<file path="src/rtl/waitStateCtl_pkg.sv">
package waitStateCtl_pkg;
  // Strobes from control to datapath
  typedef struct packed {
    logic load;      // capture count, restart clock counter
    logic step;      // advance clock counter
    logic sampleAck; // acknowledge may be recorded this edge
  } wsStrobe_t;
endpackage

</file>
<file path="src/rtl/waitStateCtl_dp.sv">
module waitStateCtl_dp
  import waitStateCtl_pkg::*;
#(
  parameter int WW = 3
) (
  input  logic          clk,
  input  logic          rstN,
  input  wsStrobe_t     strobe,
  input  logic [WW-1:0] waitCount,
  input  logic          ackN,
  output logic          minMet,
  output logic          ackOk
);
  localparam logic [WW-1:0] TICK_MAX = {WW{1'b1}};

  logic [WW-1:0] wLat;
  logic [WW-1:0] tick;
  logic          ackSeen;

  always_ff @(posedge clk) begin
    if (!rstN) begin
      wLat    <= '0;
      tick    <= '0;
      ackSeen <= 1'b0;
    end else if (strobe.load) begin
      wLat    <= waitCount;
      tick    <= WW'(1);
      ackSeen <= strobe.sampleAck & ~ackN;
    end else if (strobe.step) begin
      if (tick != TICK_MAX) tick <= tick + WW'(1);
      ackSeen <= ackSeen | (strobe.sampleAck & ~ackN);
    end
  end

  assign minMet = (tick >= wLat);
  assign ackOk  = (wLat == '0) || ackSeen;
endmodule

</file>
<file path="src/rtl/waitStateCtl_ctl.sv">
module waitStateCtl_ctl
  import waitStateCtl_pkg::*;
(
  input  logic      clk,
  input  logic      rstN,
  input  logic      cycleStart,
  input  logic      isMaster,
  input  logic      minMet,
  input  logic      ackOk,
  output wsStrobe_t strobe,
  output logic      cycleDone,
  output logic      busy
);
  logic busyQ;
  logic finish;

  assign finish = busyQ && minMet && ackOk;

  always_comb begin
    strobe.load      = !busyQ && cycleStart && isMaster;
    strobe.step      = busyQ && !finish;
    strobe.sampleAck = isMaster && (strobe.load || strobe.step);
  end

  always_ff @(posedge clk) begin
    if (!rstN)            busyQ <= 1'b0;
    else if (strobe.load) busyQ <= 1'b1;
    else if (finish)      busyQ <= 1'b0;
  end

  assign cycleDone = finish;
  assign busy      = busyQ;
endmodule

</file>
<file path="src/rtl/waitStateCtl.sv">
module waitStateCtl
  import waitStateCtl_pkg::*;
#(
  parameter int WW = 3
) (
  input  logic          clk,
  input  logic          rstN,
  input  logic          cycleStart,
  input  logic          isMaster,
  input  logic [WW-1:0] waitCount,
  input  logic          ackN,
  output logic          cycleDone,
  output logic          busy
);
  wsStrobe_t strobe;
  logic      minMet;
  logic      ackOk;

  waitStateCtl_ctl i_ctl (
    .clk(clk), .rstN(rstN), .cycleStart(cycleStart), .isMaster(isMaster),
    .minMet(minMet), .ackOk(ackOk), .strobe(strobe),
    .cycleDone(cycleDone), .busy(busy)
  );

  waitStateCtl_dp #(.WW(WW)) i_dp (
    .clk(clk), .rstN(rstN), .strobe(strobe), .waitCount(waitCount),
    .ackN(ackN), .minMet(minMet), .ackOk(ackOk)
  );
endmodule

</file>
<file path="config.mk">
export PLATFORM = sky130hd
export DESIGN_NAME = waitStateCtl
export DESIGN_NICKNAME = d
export VERILOG_FILES = /design/src/rtl/waitStateCtl_pkg.sv /design/src/rtl/waitStateCtl_dp.sv /design/src/rtl/waitStateCtl_ctl.sv /design/src/rtl/waitStateCtl.sv
export SDC_FILE = /design/constraint.sdc
export NUM_CORES = 1
export LEC_CHECK = 0
export BUFFER_PORTS_ARGS = -buffer_cell sky130_fd_sc_hd__buf_2
export CAP_MARGIN = 10
export CORE_MARGIN = 3
export CORE_UTILIZATION = 30
export DETAILED_ROUTE_END_ITERATION = 10
export PLACE_DENSITY = 0.51
export SYNTH_ARGS = -nofsm -noshare
export SYNTH_HDL_FRONTEND = slang
export SYNTH_SLANG_ARGS = --single-unit
</file>
<file path="constraint.sdc">
create_clock -name clk -period 1.9 [get_ports clk]
set_input_delay 0.38 -clock clk [delete_from_list [all_inputs] [get_ports clk]]
set_output_delay 0.38 -clock clk [all_outputs]
set_load 0.02 [all_outputs]
</file>
==> out/metrics.cfg <==
[power_and_ir_drop]
power_density_mw_per_mm2 = 627.0
power.total_mw = 0.4064
p_leak_nw = 0.2717
irDropWorstVdd_v = 0.0002949

[layout]
finish.utilization = 0.4205
final_common_cell = nand2_1
diodes = 0
final_cell_mix = nand2_1, buf_2, a21boi_0, dfxtp_1, dfxtp_2
nFillCells = 167
areaGrowthSynthToFinish_pct = 27.90
drive_gt1_frac = 0.4429
fin_nets = 85

[grt]
grt_start_max_net_pins = 9
grt.overflow.total = 0
grt_pass1_wl_mm = 1.752
grt_pass1_vias = 406
track_usage = 0.1141
antenna_found_initial = 0

[timing]
drv_slew = 0
rsz0062_at_grt = false
min_period_ns = 1.816
clock_skew_ns = 0.0009587
hold_viol_final = 0
tightest_slew_ns = 0.2569
clock.fmax_mhz = 550.7
setup_violations = 0
finalSetupTns_ns = 0
timing.slew.headroom = 0.8277
fin_crit_sh = 0.9558

[clock_tree]
root_buffer = clkbuf_4
numCtsBuffers = 3
clk_latency_ns = 0.25
h-tree-depth = 1
clkTransAtPathRegs_ns = 0.06
cts.path.max_buffers = 2
numClockSinks = 8
tritoncts = yes
cts_hold_buf = 0

[floorplanning]
dieArea_sq_mm = 0.002218
rows = 14
core-area_sq_mm = 0.001541
fp.dieH_microns = 47.10
die_x_microns = 47.10
start_util = 0.3287
ios = 10

[flow_run]
drv_cap = 0

[yosys]
synthesis.area_sq_um = 506.7
syn-num-nets = 69
seq_area_frac_synth = 0.3160
avgSynthCellArea_sq_um = 9.049
ys_ff_latch = 8
synth_cell_types = 23
yosysWarnings = 0
syn_inst = 56

[route]
dr_total_vias = 414
first_pass_iters = 3
vias_per_cell = 4.814
wl_per_cell_microns = 11.65
remaining_drc_errors = 0
wirelength_mm = 1.002
drtIter0Drc = 4
drtAntennaViolNets = 0

[hold_path]
min-delay-start = waitCount[0]
hp-class = primary input to register
whs_path_depth = 3
whs_endpoint = i_dp.wLat[0]

[place]
gp_congestion = 0.7411
hpwl_microns = 773.2
port_buffers = 9

[critical_path]
timing.rr.start = i_dp.tick[0]
start_kind = register
cp.required_ns = 1.52
cp-end-kind = output port
crit_path_cell_trace = inv_1 > ha_4 > a21oi_2 > o21ai_4 > and3_2 > buf_4
worstReg2RegEnd = i_dp.tick[2]
rrSetupSlack_ns = 0.44
cp_max_fo = 3
cp_top_family = flip-flops
cpPeakStageDelay_ns = 0.33
r2r_cells = 6
crit_arrival_ns = 1.44
cp_slowest_cell = dfxtp_2
critPathKind = register to output port
worstPathBufferInverterCount = 2

[status]
outcome = completed

final cells by class:
| type | instances | area, sq um | share of cell area |
|---|---|---|---|
| multi-input combinational | 44 | 362.8 | 0.5598 |
| clock buffer | 3 | 22.52 | 0.03475 |
| sequential | 8 | 165.2 | 0.2548 |
| inverter | 4 | 15.01 | 0.02317 |
| tap | 16 | 20.02 | 0.03089 |
| timing repair buffer | 11 | 62.56 | 0.09653 |
synthesized netlist by cell type (all sizes together):
cell type  count  area share
o21ai          2       0.042
a21oi          2       0.042
nor2b          1       0.012
nand3b         1       0.040
and4           1       0.017
nand2b         1       0.012
nand3          1      0.0099
o21a           2       0.030
mux2i          2       0.040
a211oi         2       0.040
and3           1       0.015
inv            4       0.030
dfxtp          8        0.32
nand2         15        0.11
or2            1       0.017
ha             5        0.12
nor3           2       0.030
a21boi         4       0.059
and2           1       0.015
per-layer routing:
metal,track usage,part of all wire,up-vias,wire length (microns)
met5,0,0,-,0
met4,0.07182,0,0,0
met3,0.03831,0.034,0,34
met2,0.1463,0.42,6,424
met1,0.1602,0.54,185,543
li1,-,-,223,-
flip-flops by register name, indices dropped and copies added (netlist names):
| name | count |
|---|---|
| i_dp.tick | 3 |
| i_dp.wLat | 3 |
| i_ctl.busy | 1 |
| i_dp.ackSeen | 1 |
logic make-up after synthesis:
logic type                 count (synthesis)  synth area share
AOI/OAI and AO/OA                         12            0.2123
adders and majority gates                  5            0.1235
and+or+nand+nor                           25            0.2790
muxes                                      2           0.03951
buffers and inverters                      4           0.02962
DFF                                        8            0.3160
report_power, final:
| part | internal [mW] | switching [mW] |
|---|---|---|
| combinational | 0.0423 | 0.0463 |
| sequential | 0.177 | 0.00794 |
| clock | 0.0725 | 0.0605 |
what timing repair did:
item	4_1_cts	5_1_grt
gates cloned	0	0
resized for setup	6	4
setup buffers	1	0
setup endpoints to repair	1	1
pin swaps	1	1
tightest hold or removal path, cell delays in order:
cell and delay [ns]:
buf_2 0.10, nand2_1 0.04, a21boi_0 0.06
worst max-delay path by stage:
stage	slack, ns	start	end	cells after the start
2_1_floorplan	0.28	i_dp.wLat[2]	cycleDone	5
3_3_place_gp	0.15	i_dp.wLat[2]	cycleDone	6
3_5_place_dp	0.16	i_dp.wLat[2]	cycleDone	6
4_1_cts	0.01	i_dp.tick[0]	cycleDone	6
5_1_grt	0.00001	i_dp.wLat[2]	cycleDone	6
6_report	0.08	i_dp.wLat[2]	cycleDone	6
stage by stage:
step	area, sq um	hold slack (ns)	cells	setup WS (ns)
after global placement	579.3	0.4727	82	0.1539
final	648.1	0.3649	86	0.08403
after global routing	648.1	0.3924	86	0.00001421
after floorplan	506.7	0.4558	56	0.2836
after CTS	633.1	0.3691	86	0.01274
after detailed placement	579.3	0.4765	82	0.1629
Power figures use the tool's default switching activity.
